**src/rtl/ooo_pkg.sv**
```systemverilog
package ooo_pkg;
  parameter int DATA_W  = 16;
  parameter int REG_AW  = 3;
  parameter int INSTR_W = 16;
  parameter int SHAMT_W = $clog2(DATA_W);

  typedef enum logic [2:0] {
    OP_ADD = 3'd0, OP_SUB = 3'd1, OP_AND = 3'd2, OP_OR = 3'd3,
    OP_XOR = 3'd4, OP_SHL = 3'd5, OP_SHR = 3'd6, OP_LDI = 3'd7
  } op_e;

  function automatic logic [DATA_W-1:0] alu_calc(op_e op, logic [DATA_W-1:0] a,
                                                 logic [DATA_W-1:0] b);
    case (op)
      OP_ADD:  return a + b;
      OP_SUB:  return a - b;
      OP_AND:  return a & b;
      OP_OR:   return a | b;
      OP_XOR:  return a ^ b;
      OP_SHL:  return a << b[SHAMT_W-1:0];
      OP_SHR:  return a >> b[SHAMT_W-1:0];
      default: return a;  // immediate already placed in a
    endcase
  endfunction
endpackage

```
**src/rtl/ooo_alu.sv**
```systemverilog
module ooo_alu import ooo_pkg::*; #(
  parameter int LAT   = 3,
  parameter int TAG_W = 2
) (
  input  logic              clk,
  input  logic              rst,
  input  logic              start,
  input  op_e               op,
  input  logic [DATA_W-1:0] a,
  input  logic [DATA_W-1:0] b,
  input  logic [TAG_W-1:0]  tag_in,
  output logic              free,
  output logic              done,
  output logic [TAG_W-1:0]  tag_out,
  output logic [DATA_W-1:0] res
);
  localparam int CW = $clog2(LAT + 1);

  logic              busy;
  logic [CW-1:0]     cnt;
  op_e               op_q;
  logic [DATA_W-1:0] a_q, b_q;

  assign done    = busy && (cnt == '0);
  assign free    = !busy || done;
  assign tag_out = busy ? tag_out_q : '0;
  assign res     = alu_calc(op_q, a_q, b_q);

  logic [TAG_W-1:0] tag_out_q;

  always_ff @(posedge clk) begin
    if (rst) begin
      busy      <= 1'b0;
      cnt       <= '0;
      op_q      <= OP_ADD;
      a_q       <= '0;
      b_q       <= '0;
      tag_out_q <= '0;
    end else if (start) begin
      busy      <= 1'b1;
      cnt       <= CW'(LAT - 1);
      op_q      <= op;
      a_q       <= a;
      b_q       <= b;
      tag_out_q <= tag_in;
    end else if (done) begin
      busy <= 1'b0;
    end else if (busy) begin
      cnt <= cnt - 1'b1;
    end
  end
endmodule

```
**src/rtl/ooo_pick.sv**
```systemverilog
module ooo_pick #(
  parameter int DEPTH = 4,
  parameter int PW    = 2
) (
  input  logic [PW-1:0]    head,
  input  logic [DEPTH-1:0] cand,
  output logic             first_v,
  output logic [PW-1:0]    first_idx,
  output logic             second_v,
  output logic [PW-1:0]    second_idx
);
  always_comb begin
    first_v    = 1'b0;
    first_idx  = '0;
    second_v   = 1'b0;
    second_idx = '0;
    for (int k = 0; k < DEPTH; k++) begin
      logic [PW-1:0] idx;
      idx = head + PW'(k);
      if (cand[idx]) begin
        if (!first_v) begin
          first_v   = 1'b1;
          first_idx = idx;
        end else if (!second_v) begin
          second_v   = 1'b1;
          second_idx = idx;
        end
      end
    end
  end
endmodule

```
**src/rtl/ooo_core.sv**
```systemverilog
module ooo_core import ooo_pkg::*; #(
  parameter int DEPTH = 4,
  parameter int LAT   = 3,
  parameter int PC_W  = 8
) (
  input  logic                       clk,
  input  logic                       rst,
  input  logic                       in_valid,
  output logic                       in_ready,
  input  logic [INSTR_W-1:0]         in_instr,
  output logic [PC_W-1:0]            pc,
  output logic                       retire_valid,
  output logic [REG_AW-1:0]          retire_rd,
  output logic [DATA_W-1:0]          retire_data,
  output logic [(2**REG_AW)*DATA_W-1:0] regs_flat
);
  localparam int PW   = $clog2(DEPTH);
  localparam int CW   = $clog2(DEPTH + 1);
  localparam int NREG = 2 ** REG_AW;
  localparam int NU   = 2;

  // reorder buffer storage
  logic [DEPTH-1:0]  e_act, e_done, e_iss, e_r1, e_r2;
  logic [REG_AW-1:0] e_rd  [DEPTH];
  op_e               e_op  [DEPTH];
  logic [DATA_W-1:0] e_v1  [DEPTH];
  logic [DATA_W-1:0] e_v2  [DEPTH];
  logic [DATA_W-1:0] e_res [DEPTH];
  logic [PW-1:0]     e_t1  [DEPTH];
  logic [PW-1:0]     e_t2  [DEPTH];
  logic [DATA_W-1:0] rf    [NREG];
  logic [PW-1:0]     head, tail;
  logic [CW-1:0]     count;

  // execution unit wires
  logic [NU-1:0]     u_free, u_done, u_start;
  logic [PW-1:0]     u_tag [NU];
  logic [PW-1:0]     u_idx [NU];
  logic [DATA_W-1:0] u_res [NU];

  // decode
  op_e               d_op;
  logic [REG_AW-1:0] d_rd;
  logic [REG_AW-1:0] d_src [2];
  logic [DATA_W-1:0] d_val [2];
  logic              d_rdy [2];
  logic [PW-1:0]     d_tag [2];
  logic              accept, retire;

  assign d_op     = op_e'(in_instr[15:13]);
  assign d_rd     = in_instr[12:10];
  assign d_src[0] = in_instr[9:7];
  assign d_src[1] = in_instr[6:4];
  assign in_ready = (count != CW'(DEPTH));
  assign accept   = in_valid && in_ready;
  assign retire   = e_act[head] && e_done[head];

  assign retire_valid = retire;
  assign retire_rd    = e_rd[head];
  assign retire_data  = e_res[head];

  for (genvar r = 0; r < NREG; r++) begin : g_regs
    assign regs_flat[r*DATA_W +: DATA_W] = rf[r];
  end

  // source lookup: youngest older producer, else register file
  always_comb begin
    for (int s = 0; s < 2; s++) begin
      logic          found;
      logic [PW-1:0] ftag;
      found = 1'b0;
      ftag  = '0;
      for (int k = 0; k < DEPTH; k++) begin
        logic [PW-1:0] idx;
        idx = head + PW'(k);
        if ((CW'(k) < count) && (e_rd[idx] == d_src[s])) begin
          found = 1'b1;
          ftag  = idx;
        end
      end
      d_tag[s] = ftag;
      d_rdy[s] = 1'b1;
      d_val[s] = rf[d_src[s]];
      if (found) begin
        if (e_done[ftag])                       d_val[s] = e_res[ftag];
        else if (u_done[0] && u_tag[0] == ftag) d_val[s] = u_res[0];
        else if (u_done[1] && u_tag[1] == ftag) d_val[s] = u_res[1];
        else                                    d_rdy[s] = 1'b0;
      end
    end
    if (d_op == OP_LDI) begin
      d_val[0] = DATA_W'(in_instr[9:0]);
      d_rdy[0] = 1'b1;
      d_rdy[1] = 1'b1;
    end
  end

  // issue selection
  logic [DEPTH-1:0] cand;
  logic             p1_v, p2_v;
  logic [PW-1:0]    p1_idx, p2_idx;
  assign cand = e_act & ~e_iss & e_r1 & e_r2;

  ooo_pick #(.DEPTH(DEPTH), .PW(PW)) i_pick (
    .head(head), .cand(cand),
    .first_v(p1_v), .first_idx(p1_idx),
    .second_v(p2_v), .second_idx(p2_idx)
  );

  assign u_start[0] = u_free[0] && p1_v;
  assign u_idx[0]   = p1_idx;
  assign u_start[1] = u_free[1] && (u_free[0] ? p2_v : p1_v);
  assign u_idx[1]   = u_free[0] ? p2_idx : p1_idx;

  for (genvar u = 0; u < NU; u++) begin : g_unit
    ooo_alu #(.LAT(LAT), .TAG_W(PW)) i_alu (
      .clk(clk), .rst(rst), .start(u_start[u]),
      .op(e_op[u_idx[u]]), .a(e_v1[u_idx[u]]), .b(e_v2[u_idx[u]]),
      .tag_in(u_idx[u]), .free(u_free[u]), .done(u_done[u]),
      .tag_out(u_tag[u]), .res(u_res[u])
    );
  end

  always_ff @(posedge clk) begin
    if (rst) begin
      e_act <= '0; e_done <= '0; e_iss <= '0; e_r1 <= '0; e_r2 <= '0;
      for (int i = 0; i < DEPTH; i++) begin
        e_rd[i] <= '0; e_op[i] <= OP_ADD; e_v1[i] <= '0; e_v2[i] <= '0;
        e_res[i] <= '0; e_t1[i] <= '0; e_t2[i] <= '0;
      end
      for (int r = 0; r < NREG; r++) rf[r] <= '0;
      head  <= '0;
      tail  <= '0;
      count <= '0;
      pc    <= '0;
    end else begin
      // write-back and broadcast
      for (int u = 0; u < NU; u++) begin
        if (u_done[u]) begin
          e_done[u_tag[u]] <= 1'b1;
          e_res[u_tag[u]]  <= u_res[u];
          for (int i = 0; i < DEPTH; i++) begin
            if (e_act[i] && !e_r1[i] && e_t1[i] == u_tag[u]) begin
              e_v1[i] <= u_res[u];
              e_r1[i] <= 1'b1;
            end
            if (e_act[i] && !e_r2[i] && e_t2[i] == u_tag[u]) begin
              e_v2[i] <= u_res[u];
              e_r2[i] <= 1'b1;
            end
          end
        end
        if (u_start[u]) e_iss[u_idx[u]] <= 1'b1;
      end
      // in-order retirement
      if (retire) begin
        rf[e_rd[head]] <= e_res[head];
        e_act[head]    <= 1'b0;
        head           <= head + 1'b1;
      end
      // allocation at the tail
      if (accept) begin
        e_act[tail]  <= 1'b1;
        e_done[tail] <= 1'b0;
        e_iss[tail]  <= 1'b0;
        e_rd[tail]   <= d_rd;
        e_op[tail]   <= d_op;
        e_v1[tail]   <= d_val[0];
        e_v2[tail]   <= d_val[1];
        e_r1[tail]   <= d_rdy[0];
        e_r2[tail]   <= d_rdy[1];
        e_t1[tail]   <= d_tag[0];
        e_t2[tail]   <= d_tag[1];
        tail         <= tail + 1'b1;
        pc           <= pc + 1'b1;
      end
      count <= count + CW'(accept) - CW'(retire);
    end
  end
endmodule

```
**config.mk**
```make
export PLATFORM = sky130hd
export DESIGN_NAME = ooo_core
export DESIGN_NICKNAME = d
export VERILOG_FILES = /design/src/rtl/ooo_pkg.sv /design/src/rtl/ooo_alu.sv /design/src/rtl/ooo_pick.sv /design/src/rtl/ooo_core.sv
export SDC_FILE = /design/constraint.sdc
export NUM_CORES = 2
export LEC_CHECK = 0
export ABC_CLOCK_PERIOD_IN_PS = 8480
export BUFFER_PORTS_ARGS = -buffer_cell sky130_fd_sc_hd__buf_2
export CAP_MARGIN = 20
export CORE_MARGIN = 3
export CORE_UTILIZATION = 38
export DETAILED_ROUTE_END_ITERATION = 10
export PLACE_DENSITY = 0.56
export SYNTH_ARGS = -nofsm -noshare
export SYNTH_HDL_FRONTEND = slang
export SYNTH_SLANG_ARGS = --single-unit
export TNS_END_PERCENT = 30
```
**constraint.sdc**
```tcl
create_clock -name clk -period 8.48 [get_ports clk]
set_clock_uncertainty 0.2 [all_clocks]
set_input_delay 2.12 -clock clk [delete_from_list [all_inputs] [get_ports clk]]
set_output_delay 2.12 -clock clk [all_outputs]
set_load 0.02 [all_outputs]
```
======== Word level (Yosys, flattened, before mapping) ========
Memories as Yosys holds them, arrays and structs flattened. A register that Yosys moved wholly into a read port is not among the register bits.
Index checks and enable logic that the tools add are counted.
operators by class
  shift-type cells ........................ 4
  mux-type cells .......................... 261
  add/sub/neg operators ................... 13
  order comparisons ....................... 21
  equality and inequality tests ........... 44
  bitwise operators ....................... 38
  reduce and logical (&&, ||, !) cells .... 81
operator list
  kind                                                                           count
  16-bit two-way mux                                                             28
  16-bit case mux with 7 select lines                                            2
  1-bit two-way mux                                                              146
  2-bit two-way mux                                                              45
  4-bit two-way mux                                                              21
  1-bit logical AND                                                              48
  16-bit OR reduction                                                            3
  2-bit equality test                                                            20
  2-bit by 3-bit less-than comparator with 1-bit output (second input constant)  11
  16-bit adder                                                                   2
  16-bit bitwise AND                                                             2
  16-bit OR                                                                      2
  16-bit by 4-bit << shifter with 16-bit output                                  2
  16-bit by 4-bit right shift with 16-bit output                                 2
  16-bit subtractor                                                              2
  16-bit bitwise XOR                                                             2
  4-bit bitwise AND                                                              6
  3-bit equality test                                                            8
  3-bit equality test (second input constant)                                    7
  4-bit OR                                                                       5
  1-bit binary-select mux with 2-bit select                                      8
  1-bit OR                                                                       16
  1-bit demux with 2-bit select                                                  6
  3-bit by 2-bit equality test with 1-bit output (second input constant)         4
  24 further kinds                                                               64
storage, ports and cells
  bits of input ports ..................... 19
  logic and storage cells ................. 487
  flip-flop bits (word level) ............. 45
  memory bits (writable) .................. 360
  output and inout bits ................... 157
  memories kept ........................... 8
memory list
  memory       depth  bits a word  rd ports  clocked after memory_dff  write ports  RTL line        source
  rf           8      16           10        0                         8            ooo_core.sv:31  logic [DATA_W-1:0] rf [NREG];
  e_res        4      16           3         1                         4            ooo_core.sv:28  logic [DATA_W-1:0] e_res [DEPTH];
  e_v1         4      16           2         2                         5            ooo_core.sv:26  logic [DATA_W-1:0] e_v1 [DEPTH];
  e_v2         4      16           2         2                         5            ooo_core.sv:27  logic [DATA_W-1:0] e_v2 [DEPTH];
  e_op         4      3            2         2                         4            ooo_core.sv:25  op_e e_op [DEPTH];
  e_rd         4      3            4         1                         4            ooo_core.sv:24  logic [REG_AW-1:0] e_rd [DEPTH];
  +2 memories  n/a    n/a          n/a       n/a                       n/a          n/a

======== Logic depth before layout (Yosys ltp) ========
  depth in word-level cells ............... 25
  mapped depth ............................ 21
  gate-level depth less buffers ........... 17

======== Hierarchy ========
A second synthesis with hierarchy kept.
second synthesis, totals
  cell total of the unflattened synthesis .. 4197
  area total of the unflattened synthesis .. 38254.2 um2
by module, submodules not included
  module    cells an instance  times used  area an instance (um2)
  ooo_core  2786               1           27518.9
  ooo_alu   663                2           5066.1
  ooo_pick  85                 1           603.1

======== Least setup slack after synthesis ========
Ideal clock, no wire load.
  kind .................................... input -> register
  from .................................... in in_instr[7]
  to ...................................... mem e_v1[1][7] (data pin)
  path slack .............................. 3.325 ns
  library setup time ...................... 0.277 ns
  buffers on the path ..................... 3
  stages on the path ...................... 12
  arrival ................................. 4.678 ns
  cells stage by stage .................... clkbuf_1 > xnor2_1 > and3_1 > a31oi_2 > buf_6 > mux2_4 > or2_4 > nand2_1 > buf_4 > o211ai_1 > a31oi_1 > o32ai_1
RTL lines
  what                RTL line        source
  start: declaration  ooo_core.sv:10  input logic [INSTR_W-1:0] in_instr,
  end: declaration    ooo_core.sv:26

==> impl_metrics.csv <==
group,metric,value,unit
worst_setup_path,setup.worst_path.start_class,"flop",
global_route,grt_max_degree,105,
synth,yosys_register_bits,477,
global_route,grt_pass1_wl,225,mm
clock_tree,hold_buffers,0,
floorplan,die_height,320,um
layout,fin_util,0.427,
route,drc,0,
synth,synthTopCellsByCount,"nand2_1, nor2_1, edfxtp_1",
timing,hold_violations,0,
layout,fin_area,41500,sq um
clock_tree,clk_latency,0.64,ns
clock_tree,clk_pin_slew,0.07,ns
power,peakVddDrop,182,uV
worst_setup_path,crit_chain,"inv_1 > ha_1 > mux4_2 > xnor2_1 > and4_1 > nand2_1 > o211ai_4 > buf_4 > inv_2 > a2111oi_0 > o21ai_1 > o2111ai_1 > a21oi_1",
clock_tree,htreeDepth,2,
clock_tree,cts_root_buf,"clkbuf_16",
timing,setup_viol,0,
floorplan,chipWidth,320,um
worst_setup_path,cp.required,8.60,ns
clock_tree,ctsResizeCount,0,
worst_setup_path,path_buf_inv,3,
placed_design,pre_cts_ws,1.81,ns
route,vias,34500,
route,drtIter0Drc,4573,
placed_design,dp_hpwl,109,mm
worst_setup_path,critPathMaxStageDelay,0.94,ns
timing,tightestPinTransition,1.24,ns
synth,ys_warn_count,0,
placed_design,post_dp_cell_area,39400,sq um
clock_tree,cts_tree,"done",
timing,slew_headroom,0.159,
synth,synthArstFlopShare,0,
worst_setup_path,endpoint_kind,"flop",
synth,syn_area_per_cell,9.33,sq um
power,internal-power,4.96,mW
synth,synthSimpleGateAreaFrac,0.151,
worst_setup_path,cp_max_fo,38,
synth,syn_nets,4148,
power,combPwrFrac,0.301,
global_route,antenna_found_initial,3,
synth,synth.top_cell.area_share,0.289,
synth,synth_top_family_by_area,"compound AO/OA/AOI/OAI gates",
synth,syn_inst,4011,
timing,fmax,0.152,GHz
floorplan,fp.coreArea,97100,sq um
power,finalPower,7.70,mW
synth,synth_top_cell_by_area,"edfxtp_1",
synth,synth_compound_area_frac,0.212,
floorplan,ios,176,
global_route,grtUsageMet1,0.382,
power,swShare,0.356,
placed_design,place_congestion,0.956,
global_route,grt_pass1_vias,32600,
power,switching_power,2.74,mW
route,dr.pass1.iters,6,
layout,area_growth,10.9,%
route,wl_per_cell,28.7,um
status,status,"completed",
placed_design,numPortBuffers,175,
timing,rsz0062_at_grt,"false",
global_route,use_met2,0.457,
layout,final_nets,4150,
synth,synth_most_common_cell,"nand2_1",
timing,setup_slack,1.89,ns
synth,synth_ff_type,"edfxtp_1",
clock_tree,post_cts_buffers,0,
power,leakagePower,14.8,nW
timing,layout_min_cycle_time,6.59,ns
layout,drive_gt1_frac,0.187,
clock_tree,cts_buffers,57,
timing,final.setup.tns,0,ns
route,vias_per_cell,6.46,
floorplan,die-area,102000,sq um
global_route,track_usage,0.290,
timing,drv_slew,0,
min_path,hold_path.class,"reg2reg",
worst_setup_path,worstPathArrival,6.71,ns
clock_tree,clock_sinks,477,
route,wl,153,mm
layout,fin_cells,5340,
synth,ys_seq_area_frac,0.351,
synth,synth_cell_type_count,116,
synth,synth_edf_count,360,
power,seqPwrFrac,0.365,
synth,synth_mux_area_frac,0.159,
synth,netlist_top_cells_area,"edfxtp_1, mux4_2, dfxtp_1, mux2i_1, ha_1",
timing,timing.hold.ws,0.262,ns
placed_design,dpl.cell_count,5221,
floorplan,row_count,114,
global_route,grt_util_met3,0.0692,
global_route,grt_most_used_layer,"met2",
timing,min_period_over_period,0.777,
synth,synth-xor-area-share,0.0297,
floorplan,initial_core_util,0.385,
synth,synthAdderAreaFrac,0.0401,
clock_tree,clk_path_buf_depth,3,
route,drtAntennaViolNets,0,
power,power_density,186,nW/um^2
power,clkPwrFrac,0.334,
worst_setup_path,path_delay_family,"compound AO/OA/AOI/OAI gates",
run,cap_violations,0,
worst_setup_path,slowest_stage,"ha_1",
worst_setup_path,crit_type,"reg2reg",
synth,syn_area,37400,sq um
global_route,grt_overflow,0,
## worst paths after layout
| path | startpoint | endpoint | slack [ns] | cells past startpoint |
|---|---|---|---|---|
| max reg2reg | head[1]$_SDFFE_PP0P_ | e_v2[0][14]$_DFFE_PP_ | 1.89 | 13 |
| min reg2reg | g_unit[1].i_alu.b_q[2]$_SDFFE_PP0P_ | g_unit[1].i_alu.b_q[2]$_SDFFE_PP0P_ | 0.26 | 1 |
| max | head[1]$_SDFFE_PP0P_ | e_v2[0][14]$_DFFE_PP_ | 1.89 | 13 |
| min | g_unit[1].i_alu.b_q[2]$_SDFFE_PP0P_ | g_unit[1].i_alu.b_q[2]$_SDFFE_PP0P_ | 0.26 | 1 |
## flip-flops by register name, summed over array words and instances (netlist names), 12 cells and up, named ones only
| register | cells |
|---|---|
| rf | 128 |
| e_res | 64 |
| e_v1 | 64 |
| e_v2 | 64 |
| g_unit.i_alu.a_q | 32 |
| g_unit.i_alu.b_q | 32 |
| e_op | 12 |
| e_rd | 12 |
## worst reg2reg max path, cell delays in order (launching register included)
cell	delay [ns]
dfxtp_1	0.81
inv_1	0.29
ha_1	0.94
mux4_2	0.47
xnor2_1	0.20
and4_1	0.91
nand2_1	0.22
o211ai_4	0.32
buf_4	0.54
inv_2	0.27
a2111oi_0	0.54
o21ai_1	0.20
o2111ai_1	0.26
a21oi_1	0.13
## cell usage in the layout, fill, tap and decap left out, drive strengths merged, types with 23 or more instances in the layout
master	instances
inv	168
a211oi	43
buf	293
o211ai	50
clkinv	23
nor2	379
and2	40
o21ai	245
or3	29
o311ai	25
mux2	98
o22ai	186
mux4	147
a21o	35
and3	28
nor3	98
edfxtp	360
o221ai	48
a22oi	23
nand3	71
mux2i	152
nand2	381
dfxtp	117
nand2b	37
a31oi	38
ha	115
nor2b	36
clkbuf	78
xnor2	102
o31ai	28
a21oi	273
## final cells by class
type                            count  area, sq um
Fill cell                        9415        55600
Multi-Input combinational cell   3014        22300
Sequential cell                   477        13200
Timing Repair Buffer              293         1840
Clock buffer                       78         1600
Tap cell                         1276         1600
Inverter                          170          638
Clock inverter                     30          335
Antenna cell                        2         5.00
## routing by layer
metal	up-vias	part of all wire
met5	-	0.000072
met4	2	0.047
met3	359	0.11
met2	2019	0.45
met1	16900	0.40
li1	15200	-
## power by group through the flow
stage	Combinational, mW	Clock [mW]	Sequential, mW
detailed placement	2.23	0	2.86
finish	2.32	2.57	2.81
global placement	2.22	0	2.85
global route	2.42	2.67	2.83
CTS	2.24	2.58	2.81
floorplan	1.38	0	2.84
## kinds of logic after synthesis
group	Yosys count
simple gates	1211
compound gates	1174
buf+inv	520
flops	477
mux	397
fa+ha+maj	118
xor+xnor	114
(Power assumes the default switching activity.)
